File: src/rtl/i2c_regmap_pkg.sv
package i2c_regmap_pkg;

  localparam int BYTE_W = 8;

  typedef enum logic [3:0] {
    ST_IDLE,
    ST_ADDR,
    ST_ADDR_ACK,
    ST_PTR,
    ST_PTR_ACK,
    ST_WDATA,
    ST_WDATA_ACK,
    ST_TX,
    ST_MACK
  } tgt_state_e;

  // True when a value byte at this address may reach the register file.
  function automatic logic reg_writable(input logic [BYTE_W-1:0] a,
                                        input logic [BYTE_W-1:0] wa,
                                        input logic [BYTE_W-1:0] wb);
    return (a == wa) || (a == wb);
  endfunction

  // Address still inside the register map.
  function automatic logic in_map(input logic [BYTE_W-1:0] a,
                                  input logic [BYTE_W-1:0] map_end);
    return a < map_end;
  endfunction

  // Pointer step: plus one, held once it reaches the end of the map.
  function automatic logic [BYTE_W-1:0] ptr_step(input logic [BYTE_W-1:0] a,
                                                 input logic [BYTE_W-1:0] map_end);
    return (a < map_end) ? a + 1'b1 : map_end;
  endfunction

  // Pointer load from the bus: addresses past the map clamp to its end.
  function automatic logic [BYTE_W-1:0] ptr_load(input logic [BYTE_W-1:0] b,
                                                 input logic [BYTE_W-1:0] map_end);
    return (b < map_end) ? b : map_end;
  endfunction

endpackage

File: src/rtl/i2c_tgt_sync.sv
module i2c_tgt_sync #(
  parameter int STAGES = 2
) (
  input  logic clk,
  input  logic rst_n,
  input  logic d,
  output logic q
);
  logic [STAGES-1:0] chain;

  // Idle bus level is high, so the chain resets to ones.
  always_ff @(posedge clk) begin
    if (!rst_n) chain <= '1;
    else        chain <= {chain[STAGES-2:0], d};
  end

  assign q = chain[STAGES-1];
endmodule

File: src/rtl/i2c_tgt_cond.sv
module i2c_tgt_cond (
  input  logic clk,
  input  logic rst_n,
  input  logic scl_s,
  input  logic sda_s,
  output logic scl_rise,
  output logic scl_fall,
  output logic start_evt,
  output logic stop_evt
);
  logic scl_q, sda_q;

  always_ff @(posedge clk) begin
    if (!rst_n) begin
      scl_q <= 1'b1;
      sda_q <= 1'b1;
    end else begin
      scl_q <= scl_s;
      sda_q <= sda_s;
    end
  end

  assign scl_rise  = scl_s & ~scl_q;
  assign scl_fall  = ~scl_s & scl_q;
  // SDA moving while SCL stays high marks a bus condition.
  assign start_evt = scl_s & scl_q & sda_q & ~sda_s;
  assign stop_evt  = scl_s & scl_q & ~sda_q & sda_s;
endmodule

File: src/rtl/i2c_tgt_ctrl.sv
module i2c_tgt_ctrl
  import i2c_regmap_pkg::*;
#(
  parameter logic [6:0] DEV_ADDR  = 7'h32,
  parameter int         MAP_BYTES = 112,
  parameter logic [7:0] WR_ADDR_A = 8'h04,
  parameter logic [7:0] WR_ADDR_B = 8'h56
) (
  input  logic        clk,
  input  logic        rst_n,
  input  logic        sda_s,
  input  logic        scl_rise,
  input  logic        scl_fall,
  input  logic        start_evt,
  input  logic        stop_evt,
  output logic        sda_oe,
  output logic [7:0]  reg_addr,
  output logic        reg_rd_en,
  input  logic [7:0]  reg_rdata,
  output logic        reg_wr_en,
  output logic [7:0]  reg_wdata,
  output logic        busy
);
  localparam logic [7:0] MAP_END = 8'(MAP_BYTES);

  tgt_state_e  state;
  logic [3:0]  cnt;
  logic [7:0]  sr;
  logic [7:0]  tx;
  logic [7:0]  ptr;
  logic        is_read;
  logic        mack_ok;
  logic        cap;

  logic byte_done;
  assign byte_done = scl_fall && (cnt == 4'd8);
  assign busy = (state != ST_IDLE);

  always_ff @(posedge clk) begin
    if (!rst_n) begin
      state     <= ST_IDLE;
      cnt       <= '0;
      sr        <= '0;
      tx        <= '1;
      ptr       <= '0;
      is_read   <= 1'b0;
      mack_ok   <= 1'b0;
      cap       <= 1'b0;
      sda_oe    <= 1'b0;
      reg_addr  <= '0;
      reg_rd_en <= 1'b0;
      reg_wr_en <= 1'b0;
      reg_wdata <= '0;
    end else begin
      reg_rd_en <= 1'b0;
      reg_wr_en <= 1'b0;
      cap       <= reg_rd_en;
      if (cap) tx <= reg_rdata;

      if (start_evt) begin
        state  <= ST_ADDR;
        cnt    <= '0;
        sda_oe <= 1'b0;
      end else if (stop_evt) begin
        state  <= ST_IDLE;
        sda_oe <= 1'b0;
      end else begin
        unique case (state)
          ST_ADDR, ST_PTR, ST_WDATA: begin
            if (scl_rise) begin
              sr  <= {sr[6:0], sda_s};
              cnt <= cnt + 1'b1;
            end
            if (byte_done) begin
              cnt <= '0;
              if (state == ST_ADDR) begin
                if (sr[7:1] == DEV_ADDR) begin
                  sda_oe  <= 1'b1;
                  is_read <= sr[0];
                  state   <= ST_ADDR_ACK;
                  if (sr[0]) begin
                    if (in_map(ptr, MAP_END)) begin
                      reg_rd_en <= 1'b1;
                      reg_addr  <= ptr;
                    end else begin
                      tx <= 8'hFF;
                    end
                  end
                end else begin
                  state <= ST_IDLE;
                end
              end else if (state == ST_PTR) begin
                ptr    <= ptr_load(sr, MAP_END);
                sda_oe <= 1'b1;
                state  <= ST_PTR_ACK;
              end else begin
                if (reg_writable(ptr, WR_ADDR_A, WR_ADDR_B) && in_map(ptr, MAP_END)) begin
                  reg_wr_en <= 1'b1;
                  reg_addr  <= ptr;
                  reg_wdata <= sr;
                end
                ptr    <= ptr_step(ptr, MAP_END);
                sda_oe <= 1'b1;
                state  <= ST_WDATA_ACK;
              end
            end
          end

          ST_ADDR_ACK: begin
            if (scl_fall) begin
              cnt <= '0;
              if (is_read) begin
                sda_oe <= ~tx[7];
                state  <= ST_TX;
              end else begin
                sda_oe <= 1'b0;
                state  <= ST_PTR;
              end
            end
          end

          ST_PTR_ACK: begin
            if (scl_fall) begin
              sda_oe <= 1'b0;
              cnt    <= '0;
              state  <= ST_WDATA;
            end
          end

          ST_WDATA_ACK: begin
            if (scl_fall) begin
              sda_oe <= 1'b0;
              state  <= ST_IDLE;
            end
          end

          ST_TX: begin
            if (scl_fall) begin
              if (cnt == 4'd7) begin
                sda_oe <= 1'b0;
                cnt    <= '0;
                ptr    <= ptr_step(ptr, MAP_END);
                state  <= ST_MACK;
              end else begin
                tx     <= {tx[6:0], 1'b1};
                sda_oe <= ~tx[6];
                cnt    <= cnt + 1'b1;
              end
            end
          end

          ST_MACK: begin
            if (scl_rise) begin
              mack_ok <= ~sda_s;
              if (!sda_s) begin
                if (in_map(ptr, MAP_END)) begin
                  reg_rd_en <= 1'b1;
                  reg_addr  <= ptr;
                end else begin
                  tx <= 8'hFF;
                end
              end
            end
            if (scl_fall) begin
              cnt <= '0;
              if (mack_ok) begin
                sda_oe <= ~tx[7];
                state  <= ST_TX;
              end else begin
                sda_oe <= 1'b0;
                state  <= ST_IDLE;
              end
            end
          end

          default: begin
            sda_oe <= 1'b0;
          end
        endcase
      end
    end
  end
endmodule

File: src/rtl/i2c_regmap_target.sv
module i2c_regmap_target #(
  parameter logic [6:0] DEV_ADDR    = 7'h32,
  parameter int         MAP_BYTES   = 112,
  parameter logic [7:0] WR_ADDR_A   = 8'h04,
  parameter logic [7:0] WR_ADDR_B   = 8'h56,
  parameter int         SYNC_STAGES = 2
) (
  input  logic       clk,
  input  logic       rst_n,
  input  logic       scl_i,
  input  logic       sda_i,
  output logic       sda_oe,
  output logic [7:0] reg_addr,
  output logic       reg_rd_en,
  input  logic [7:0] reg_rdata,
  output logic       reg_wr_en,
  output logic [7:0] reg_wdata
);
  localparam int NPINS = 2;

  logic [NPINS-1:0] pins_raw;
  logic [NPINS-1:0] pins_s;
  logic scl_s, sda_s;
  logic scl_rise, scl_fall, start_evt, stop_evt;
  logic busy;

  assign pins_raw = {scl_i, sda_i};

  for (genvar gi = 0; gi < NPINS; gi++) begin : g_sync
    i2c_tgt_sync #(.STAGES(SYNC_STAGES)) u_sync (
      .clk  (clk),
      .rst_n(rst_n),
      .d    (pins_raw[gi]),
      .q    (pins_s[gi])
    );
  end

  assign scl_s = pins_s[1];
  assign sda_s = pins_s[0];

  i2c_tgt_cond u_cond (
    .clk      (clk),
    .rst_n    (rst_n),
    .scl_s    (scl_s),
    .sda_s    (sda_s),
    .scl_rise (scl_rise),
    .scl_fall (scl_fall),
    .start_evt(start_evt),
    .stop_evt (stop_evt)
  );

  i2c_tgt_ctrl #(
    .DEV_ADDR (DEV_ADDR),
    .MAP_BYTES(MAP_BYTES),
    .WR_ADDR_A(WR_ADDR_A),
    .WR_ADDR_B(WR_ADDR_B)
  ) u_ctrl (
    .clk      (clk),
    .rst_n    (rst_n),
    .sda_s    (sda_s),
    .scl_rise (scl_rise),
    .scl_fall (scl_fall),
    .start_evt(start_evt),
    .stop_evt (stop_evt),
    .sda_oe   (sda_oe),
    .reg_addr (reg_addr),
    .reg_rd_en(reg_rd_en),
    .reg_rdata(reg_rdata),
    .reg_wr_en(reg_wr_en),
    .reg_wdata(reg_wdata),
    .busy     (busy)
  );
endmodule

File: config.mk
export PLATFORM = sky130hd
export DESIGN_NAME = i2c_regmap_target
export DESIGN_NICKNAME = d
export VERILOG_FILES = /design/src/rtl/i2c_regmap_pkg.sv /design/src/rtl/i2c_tgt_sync.sv /design/src/rtl/i2c_tgt_cond.sv /design/src/rtl/i2c_tgt_ctrl.sv /design/src/rtl/i2c_regmap_target.sv
export SDC_FILE = /design/constraint.sdc
export NUM_CORES = 1
export LEC_CHECK = 0
export BUFFER_PORTS_ARGS = -buffer_cell sky130_fd_sc_hd__clkbuf_2
export CAP_MARGIN = 10
export CORE_MARGIN = 4
export CORE_UTILIZATION = 44
export CTS_BUF_LIST = sky130_fd_sc_hd__clkbuf_4 sky130_fd_sc_hd__clkbuf_8 sky130_fd_sc_hd__clkbuf_16
export DETAILED_ROUTE_END_ITERATION = 10
export GPL_ROUTABILITY_DRIVEN = 0
export PLACE_DENSITY = 0.64
export SYNTH_ARGS = -nofsm -noshare
export SYNTH_HDL_FRONTEND = slang
export SYNTH_SLANG_ARGS = --single-unit
File: constraint.sdc
create_clock -name clk -period 2.8 [get_ports clk]
set_clock_uncertainty 0.15 [all_clocks]
set_input_delay 0.14 -clock clk [delete_from_list [all_inputs] [get_ports clk]]
set_output_delay 0.14 -clock clk [all_outputs]
set_load 0.005 [all_outputs]
==> results.md, run 1 <==
* Slew Limit Fails at 0
* Setup bufs post-CTS at 0
* Via count at 2964
* GRT overflow at 0
* Final hold slack at 0.0246 ns
* Most numerous cell in the Yosys netlist: dfxtp_1
* CP startpoint kind: flip-flop
* Post-synth EDFFs at 0
* CTS buffer count at 9
* Worst EP required at ~2.9 ns
* Synth-to-layout area growth at 14.3%
* CP Max Fanout at 20
* Die X-Extent at 94.0 um
* Vias per inst at 5.76
* Die H at 94.0 um
* Setup TNS at 0 ns
* Mean Syn Cell Area at 8.59 um2
* Critical Path Start: u_ctrl.state[2]$_SDFFE_PP0P_
* Nets at 428
* Post-CTS sizing at 0
* Max-Cap Viols at 0
* DRC viols at 0
* Final setup vio count at 0
* Largest buffer count on any clock path at 2
* Port bufs at 30
* CP Class: reg2reg
* Synth Warn # at 0
* Arrival @ worst endpoint at 2.47 ns
* Non-Filler Instances at just over 500
* Placed Area at 3510 um2
* Final min period at around 2.4 ns
* Clock sinks at 60
* # IOs at 31
* Synthesized Nets at 396
* Drt pass-1 iters at 5
* Worst Setup End Kind: flip-flop
* Iteration-0 DRC Markers at 256
* Post-synth top area cell: dfxtp_1
* Post-synth top area share at 0.369
* Yosys cell types at 64
* Endpoints failing hold at 0
* # placed instances at between 400 and 500
* Vias in the first global route at 2774
* Achievable Freq at 415 MHz
* Clk_lat worst skew at 0.34 ns
* Worst-path clk slew at 0.07 ns
* Pin count of the biggest net entering global routing at 26
* Unrepaired setup endpoints after global routing: no
* LEAKAGE at ~1.3 nW
* Htree depth at 3
* Hpwl dp at approximately 5600 um
* First-pass GRT wire length at 13000 um
* Post-route ant nets at 0
* Starting density of the core at 0.451
* Status: complete, no violations
* FFs w/ async S/R, synth at 0
* HP Start: reg_rdata[0]
* Synthesized flop and latch total at 60
* Finished Cell Area at 3720 um2
* Final wirelength at 7970 um
* Clock tree from TritonCTS: built
* Hold WC Path Type: in2reg
* # diodes at 0
* Pwr Density at 452 nW/um2
* CTS hold repair buffers at 2
* Fin crit share at 0.860
* Main flop type after synthesis: dfxtp_1
* Commonest cells post-synth: dfxtp_1 (60), nor2_1 (40), nand2_1 (33)
* Reg2reg start: u_ctrl.state[2]$_SDFFE_PP0P_
* Syn Inst Count at about 380
* Initial antenna violation count at 0
* Root cell of the clock tree: clkbuf_8
* Slew at the pin with the worst max-slew slack at 0.786 ns
* Layout cell share with drive strength beyond 1 at 0.183
* Max VDD drop at 0.000271 V
* WL/cell at 15.5 um
* Worst slew margin at 0.471
* Die footprint at ~8800 um2
* Rows at 31
* Mapped Area at ~3300 um2
* Total track usage at 0.186
* Sequential area share after synthesis at 0.369
* Dominant cells by area after synthesis: dfxtp_1 (37%), mux2i_1 (7.1%), nor2_1 (4.6%)
* Core Footprint at 7210 um2
[final cells by class]
cell class                      instances  area (um2)
Clock buffer                           11         139
Clock inverter                          5        52.6
Fill cell                             731        3490
Inverter                               14        52.6
Multi-Input combinational cell        285        1910
Sequential cell                        60        1200
Tap cell                               99         124
Timing Repair Buffer                   41         238
[metal layers]
layer | vias up | global-route usage | share of wire | wire length (um)
li1 | 1451 | - | - | -
met1 | 1415 | 0.232 | 0.45 | 3610
met2 | 80 | 0.309 | 0.48 | 3810
met3 | 18 | 0.0304 | 0.046 | 368
met4 | 0 | 0.0939 | 0.024 | 188
met5 | - | 0 | 0 | 0
[kinds of logic after synthesis]
group | count (synthesis) | share of synthesized area
AOI/OAI and AO/OA | 86 | 0.187
buffers and inverters | 34 | 0.0430
and+or+nand+nor | 160 | 0.275
adders and majority gates | 5 | 0.0192
xor gates and xnor gates | 3 | 0.00807
DFF | 60 | 0.369
muxes | 31 | 0.0984
[stage by stage]
step / power (W) / setup WS, ns / utilization
final: 0.00168 / 0.391 / 0.516
after global routing: 0.00173 / 0.265 / 0.516
after CTS: 0.00170 / 0.411 / 0.516
after detailed placement: 0.000938 / 0.414 / 0.486
after global placement: 0.000938 / 0.518 / 0.486
after floorplan: 0.000917 / 0.772 / -
[registers in the layout, indices dropped and copies added (netlist names)]
signal,cells
u_ctrl.sda_oe,1
u_ctrl.mack_ok,1
u_cond.sda_q,1
u_ctrl.reg_wr_en,1
g_sync.u_sync.chain,4
u_ctrl.tx,8
u_ctrl.is_read,1
u_cond.scl_q,1
u_ctrl.reg_rd_en,1
u_ctrl.reg_wdata,8
u_ctrl.ptr,8
u_ctrl.reg_addr,8
u_ctrl.cap,1
u_ctrl.sr,8
u_ctrl.state,4
u_ctrl.cnt,4
[final timing paths]
kind | to | slack, ns | cells past startpoint
worst max-delay path | u_ctrl.reg_wdata[1]$_SDFFE_PN0P_ | 0.39 | 5
worst min-delay path | u_ctrl.tx[0]$_SDFF_PN1_ | 0.02 | 4
worst max register to register | u_ctrl.reg_wdata[1]$_SDFFE_PN0P_ | 0.39 | 5
worst min register to register | g_sync[1].u_sync.chain[1]$_SDFF_PN1_ | 0.26 | 1
[placed cells by master (no fill, tap or decap), types with 4 or more instances in the layout]
| cell type | count |
|---|---|
| o211ai_1 | 8 |
| and3_1 | 6 |
| nor3b_1 | 4 |
| clkbuf_8 | 9 |
| mux2_2 | 8 |
| dfxtp_1 | 60 |
| nor4_1 | 4 |
| clkbuf_2 | 30 |
| a31oi_1 | 4 |
| a211oi_1 | 7 |
| or3_1 | 4 |
| ha_1 | 5 |
| buf_4 | 9 |
| inv_1 | 13 |
| nor3_1 | 4 |
| nand4_1 | 11 |
| nor2_1 | 40 |
| o21ai_0 | 25 |
| nand2_1 | 33 |
| nand3_1 | 9 |
| nand2b_1 | 17 |
| a21oi_1 | 9 |
| mux2i_1 | 23 |
| nand3b_1 | 4 |
[where the power goes]
group | switching (W) | internal, W | total [W]
clock | 0.000333 | 0.000426 | 0.000759
combinational | 0.0000386 | 0.0000216 | 0.0000602
sequential | 0.00000422 | 0.000858 | 0.000862
total | 0.000376 | 0.00131 | 0.00168
[worst max-delay path, cell delays in order, from the launching register on]
cell and delay, ns:
dfxtp_1 0.70, nand2b_1 0.22, or3_4 0.41, nor3_4 0.51
mux2i_1 0.24, nor2_1 0.05
No activity file was read; power rests on OpenSTA's default activity.
==> run 2, diff against run 1 <==
--- a/config.mk
+++ b/config.mk
@@ -7,9 +7,10 @@
 export LEC_CHECK = 0
 export BUFFER_PORTS_ARGS = -buffer_cell sky130_fd_sc_hd__clkbuf_2
 export CAP_MARGIN = 10
-export CORE_MARGIN = 4
+export CORE_MARGIN = 5
 export CORE_UTILIZATION = 44
 export CTS_BUF_LIST = sky130_fd_sc_hd__clkbuf_4 sky130_fd_sc_hd__clkbuf_8 sky130_fd_sc_hd__clkbuf_16
+export CTS_CLUSTER_SIZE = 20
 export DETAILED_ROUTE_END_ITERATION = 10
 export GPL_ROUTABILITY_DRIVEN = 0
 export PLACE_DENSITY = 0.64
==> run 2 against run 1 <==
Total power up 7.4%. Global-route usage up 0.21 points. Count of clock-buffer cells in the layout fell by 2. Critical endpoint is now u_ctrl.reg_wdata[6]$_SDFFE_PN0P_.
==> results.md, run 2 (synthesis gave the netlist of run 1 again) <==
* Htree depth at 3 (unchanged)
* Hpwl dp at 5640 um (+0.37%)
* Pwr Density at 479 nW/um2 (+6.0%)
* Rows at 31 (unchanged)
* Worst Setup End Kind: flip-flop
* First-pass GRT wire length at 13600 um (+3.9%)
* Fin crit share at 0.874 (+0.0132)
* Arrival @ worst endpoint at 2.53 ns (+0.06 ns)
* Worst slew margin at 0.596 (+0.125)
* Die H at 96.0 um (+2.1%)
* Pin count of the biggest net entering global routing at 27 (+3.8%)
* CP startpoint kind: flip-flop
* Final setup vio count at 0 (unchanged)
* Clock tree from TritonCTS: built
* Leading cell type in the layout, fill and taps excluded: dfxtp_1
* Nets at 430 (+0.47%)
* Status: complete, no violations
* Layout cell share with drive strength beyond 1 at 0.184 (+0.00152)
* Core Footprint at 7210 um2 (unchanged)
* Starting density of the core at 0.451 (unchanged)
* Non-Filler Instances at 517 (+0.39%)
* Worst EP required at 2.88 ns (+0.02 ns)
* Initial antenna violation count at 0 (unchanged)
* Achievable Freq at 409 MHz (-1.5%)
* Hold WC Path Type: in2reg
* Max-Cap Viols at 0 (unchanged)
* # IOs at 31 (unchanged)
* # placed instances at 498 (+0.20%)
* Setup WS pre-CTS at 0.409 ns (-0.00573 ns)
* Unrepaired setup endpoints after global routing: no
* Largest buffer count on any clock path at 2 (unchanged)
* CTS buffer count at 9 (unchanged)
* Worst-path clk slew at 0.08 ns (about the same)
* Vias per inst at 5.69 (-1.1%)
* Post-CTS sizing at 0 (unchanged)
* Worst setup margin at 0.354 ns (-0.0369 ns)
* CP Class: reg2reg
* Vias in the first global route at 2723 (-1.8%)
* Die footprint at 9220 um2 (+4.3%)
* Final min period at 2.45 ns (+0.0369 ns)
* Synth-to-layout area growth at 15.8%
* Max VDD drop at 0.000349 V (+29%)
* LEAKAGE at 1.36 nW (+1.7%)
* DRC viols at 0 (unchanged)
* WL/cell at 15.4 um (-0.20%)
* Endpoints failing hold at 0 (unchanged)
* Setup bufs post-CTS at 0 (unchanged)
* Port bufs at 30 (unchanged)
* Setup TNS at 0 ns (unchanged)
* # diodes at 0 (unchanged)
* Slew Limit Fails at 0 (unchanged)
* Final wirelength at 7990 um (+0.19%)
* Total track usage at 0.188 (+0.00211)
* GRT overflow at 0 (unchanged)
* Clk_lat worst skew at 0.34 ns (about the same)
* Most frequent cells in the layout: dfxtp_1 (60), nor2_1 (40), nand2_1 (33), clkbuf_2 (30), o21ai_0 (25)
* Via count at 2942 (-0.74%)
* CP Max Fanout at 9 (-55%)
* Die X-Extent at 96.0 um (+2.1%)
* Iteration-0 DRC Markers at 255 (-0.39%)
* Root cell of the clock tree: clkbuf_8
* Clock sinks at 60 (unchanged)
* Slew at the pin with the worst max-slew slack at 0.598 ns (-0.188 ns)
* Post-route ant nets at 0 (unchanged)
* Drt pass-1 iters at 6 (+1)
run 2: final cells by class:
| cell class | instances | area [um2] |
|---|---|---|
| clock buffers | 9 | 124 |
| clock inverters | 7 | 100 |
| fillers | 697 | 3440 |
| inverters | 14 | 52.6 |
| multi-input cells | 285 | 1910 |
| flip-flops and latches | 60 | 1200 |
| well taps | 99 | 124 |
| repair buffers | 43 | 255 |
run 2: where the power goes:
part	total [W]	leakage, nW	internal (W)	switching, W
registers	0.000861	0.485	0.000857	0.00000383
logic	0.0000609	0.766	0.0000223	0.0000386
clock network	0.000884	0.114	0.000507	0.000377
run 2: per-layer routing:
layer / wire length [um] / track usage / vias to the layer above
met4: 112 / 0.0616 / 0
met5: 0 / 0 / -
met3: 266 / 0.0477 / 13
met2: 3720 / 0.297 / 47
met1: 3890 / 0.250 / 1417
li1: - / - / 1465
run 2: what timing repair did:
| item | 4_1_cts | 5_1_grt |
|---|---|---|
| hold buffers | 3 | 0 |
| endpoints found under the setup margin | 0 | 0 |
| hold endpoints to repair | 3 | 0 |
run 2: metrics by stage:
| step | utilization | hold slack [ns] | total power [W] | area (um2) |
|---|---|---|---|---|
| 2_1_floorplan | - | 0.0915 | 0.000917 | 3260 |
| 3_3_place_gp | 0.488 | 0.173 | 0.000937 | 3520 |
| 3_5_place_dp | 0.488 | 0.185 | 0.000938 | 3520 |
| 4_1_cts | 0.523 | 0.0337 | 0.00183 | 3770 |
| 5_1_grt | 0.523 | 0.0568 | 0.00188 | 3770 |
| 6_report | 0.523 | 0.0450 | 0.00181 | 3770 |
run 2: worst paths after layout:
kind	slack [ns]	from	end	cells past startpoint
setup / recovery	0.35	u_ctrl.state[3]$_SDFFE_PP0P_	u_ctrl.reg_wdata[6]$_SDFFE_PN0P_	5
hold / removal	0.05	reg_rdata[5]	u_ctrl.tx[5]$_SDFF_PN1_	4
setup reg to reg	0.35	u_ctrl.state[3]$_SDFFE_PP0P_	u_ctrl.reg_wdata[6]$_SDFFE_PN0P_	5
hold reg to reg	0.26	g_sync[0].u_sync.chain[0]$_SDFF_PN1_	g_sync[0].u_sync.chain[1]$_SDFF_PN1_	1
run 2: critical path: stages, from the launching register on:
cell     delay [ns]
dfxtp_1        0.40
nor2b_1        0.52
o21ai_1        0.35
nor3_4         0.57
mux2i_1        0.28
nor2_1         0.06
==> run 3, diff against run 2 <==
--- a/config.mk
+++ b/config.mk
@@ -13,7 +13,7 @@
 export CTS_CLUSTER_SIZE = 20
 export DETAILED_ROUTE_END_ITERATION = 10
 export GPL_ROUTABILITY_DRIVEN = 0
-export PLACE_DENSITY = 0.64
+export PLACE_DENSITY = 0.62
 export SYNTH_ARGS = -nofsm -noshare
 export SYNTH_HDL_FRONTEND = slang
 export SYNTH_SLANG_ARGS = --single-unit
==> run 3 against run 2 <==
First-iteration DRC count decreased by 21%. Final cell count fell by 0.58%. Highest routed layer unchanged. Clock power grew 2.7%. Wire length fell by 0.55%. Count of clock-buffer cells in the layout up 2. Hold slack lost 0.016 ns. Non-clock buffer count down 3. Combinational power is 3.8% lower. Worst setup slack better by 0.016 ns.
==> results.md, run 3 (synthesis gave the netlist of run 1 again) <==
* Status: complete, no violations
* Worst-path clk slew at 0.07 ns (about the same)
* First-pass GRT wire length at 13500 um (about the same)
* Finished Cell Area at 3750 um2 (-0.53%)
* Reg2Reg Depth at 5 (unchanged)
* Setup WS pre-CTS at 0.413 ns (+0.00471 ns)
* Rows at 31 (unchanged)
* Layout cell share with drive strength beyond 1 at 0.181 (-0.00349)
* Total track usage at 0.189 (+0.000265)
* Worst path bufs/invs at 0 (unchanged)
* Critical Path Start: u_ctrl.state[2]$_SDFFE_PP0P_
* Initial antenna violation count at 0 (unchanged)
* CP endpoint: u_ctrl.reg_wdata[3]$_SDFFE_PN0P_
* CP max-delay cell: dfxtp_1
* Worst Setup End Kind: flip-flop
* Hpwl dp at 5680 um (+0.68%)
* Maximum single-stage delay on the critical path at 0.74 ns (+0.17 ns)
* Vias in the first global route at 2855 (+4.8%)
* Core Footprint at 7210 um2 (unchanged)
* Largest buffer count on any clock path at 2 (unchanged)
* Die X-Extent at 96.0 um (unchanged)
* Max VDD drop at 0.000405 V (+16%)
* Die H at 96.0 um (unchanged)
* Crit. path cell count at 5 (unchanged)
* Reg2reg start: u_ctrl.state[2]$_SDFFE_PP0P_
* Synth-to-layout area growth at 15.2%
* Hold depth at 4 (unchanged)
* Hold WC Path Type: in2reg
* Slew at the pin with the worst max-slew slack at 0.769 ns (+0.171 ns)
* Clock tree from TritonCTS: built
* CP startpoint kind: flip-flop
* Final min period at 2.43 ns (-0.0163 ns)
* Finished Core Util at 0.520 (-0.00277)
* Final wirelength at 7940 um (-0.55%)
* Achievable Freq at 412 MHz (+0.67%)
* Worst EP required at 2.89 ns (about the same)
* # diodes at 0 (unchanged)
* DRC viols at 0 (unchanged)
* Most frequent cells in the layout: dfxtp_1 (60), nor2_1 (40), nand2_1 (33), clkbuf_2 (30), o21ai_0 (25)
* Via count at 2961 (+0.65%)
* Setup TNS at 0 ns (unchanged)
* Post-route ant nets at 0 (unchanged)
* Worst slew margin at 0.482 (-0.114)
* CP Max Fanout at 20 (+11)
* Post-CTS sizing at 0 (unchanged)
* Arrival @ worst endpoint at 2.52 ns (about the same)
* Starting density of the core at 0.451 (unchanged)
* Placed Area at 3500 um2 (-0.43%)
* Endpoints failing hold at 0 (unchanged)
* Worst setup margin at 0.370 ns (+0.0163 ns)
* Max-Cap Viols at 0 (unchanged)
* Fillers at 695 (-0.29%)
* Nets at 427 (-0.70%)
* WL/cell at 15.4 um (about the same)
* Clk_lat worst skew at 0.35 ns (about the same)
* Final setup vio count at 0 (unchanged)
* Worst-path cell chain: nand2b_1 -> or3_4 -> nor3_4 -> mux2i_1 -> nor2_1
* LEAKAGE at 1.35 nW (-1.3%)
* Total power at 0.00183 W (+1.3%)
* GRT overflow at 0 (unchanged)
* Unrepaired setup endpoints after global routing: no
* Clock sinks at 60 (unchanged)
* Root cell of the clock tree: clkbuf_8
* R2R Setup Slk at 0.37 ns (+0.02 ns)
* CTS buffer count at 9 (unchanged)
* # IOs at 31 (unchanged)
* Slew Limit Fails at 0 (unchanged)
* Drt pass-1 iters at 4 (-2)
* CP Class: reg2reg
* Reg2reg end: u_ctrl.reg_wdata[3]$_SDFFE_PN0P_
* Vias per inst at 5.76 (+1.2%)
* Fin crit share at 0.868 (-0.00583)
* Pin count of the biggest net entering global routing at 26 (-3.7%)
* Port bufs at 30 (unchanged)
* Top Family by Delay on Critical Path: simple AND/OR/NAND/NOR gates
* Htree depth at 3 (unchanged)
* Iteration-0 DRC Markers at 201 (-21%)
* Die footprint at 9220 um2 (unchanged)
* Leading cell type in the layout, fill and taps excluded: dfxtp_1
* Pwr Density at 488 nW/um2 (+1.8%)
-- run 3: changes by cell type in the layout (fill, tap and decap cells not counted), sizes merged --
cell	change
buf	-2
clkbuf	+2
clkinv	-4
clkinvlp	+2
dlygate4sd3	-1
-- run 3: report_power, final --
part            total, W  internal, W  switching, W
clock network   0.000908     0.000538      0.000370
logic          0.0000586    0.0000214     0.0000372
registers       0.000862     0.000857    0.00000498
-- run 3: worst min-delay path by stage --
stage                      start                                    to
CTS                 reg_rdata[0]               u_ctrl.tx[0]$_SDFF_PN1_
finish              reg_rdata[0]               u_ctrl.tx[0]$_SDFF_PN1_
floorplan                  sda_i  g_sync[0].u_sync.chain[0]$_SDFF_PN1_
global placement           scl_i  g_sync[1].u_sync.chain[0]$_SDFF_PN1_
global route        reg_rdata[4]               u_ctrl.tx[4]$_SDFF_PN1_
detailed placement         scl_i  g_sync[1].u_sync.chain[0]$_SDFF_PN1_
-- run 3: repair_timing --
item / 4_1_cts / 5_1_grt
buffers inserted: 0 / 0
hold endpoints to repair: 2 / 0
setup endpoints to repair: 0 / 0
hold buffers: 2 / 0
-- run 3: worst min-delay path: stages --
cell	delay, ns
clkbuf_2	0.08
mux2i_1	0.06
o311ai_0	0.12
a211o_1	0.10
-- run 3: layer usage --
metal	track usage	up-vias	routed length, um
met5	0	-	0
met4	0.0877	0	226
met3	0.0555	26	335
met2	0.298	73	3800
met1	0.235	1413	3570
li1	-	1449	-
-- run 3: final cells by class --
| class | count | area (um2) | share of cell area |
|---|---|---|---|
| clock inverter | 5 | 83.8 | 0.0223 |
| timing repair buffer | 40 | 230 | 0.0614 |
| sequential | 60 | 1200 | 0.320 |
| inverter | 14 | 52.6 | 0.0140 |
| tap | 99 | 124 | 0.0330 |
| multi-input combinational | 285 | 1910 | 0.510 |
| clock buffer | 11 | 145 | 0.0387 |
-- run 3: per-stage QoR --
step / hold WS (ns) / cells
2_1_floorplan: 0.0915 / 379
3_3_place_gp: 0.171 / 496
3_5_place_dp: 0.180 / 496
4_1_cts: 0.0127 / 514
5_1_grt: 0.0534 / 514
6_report: 0.0291 / 514
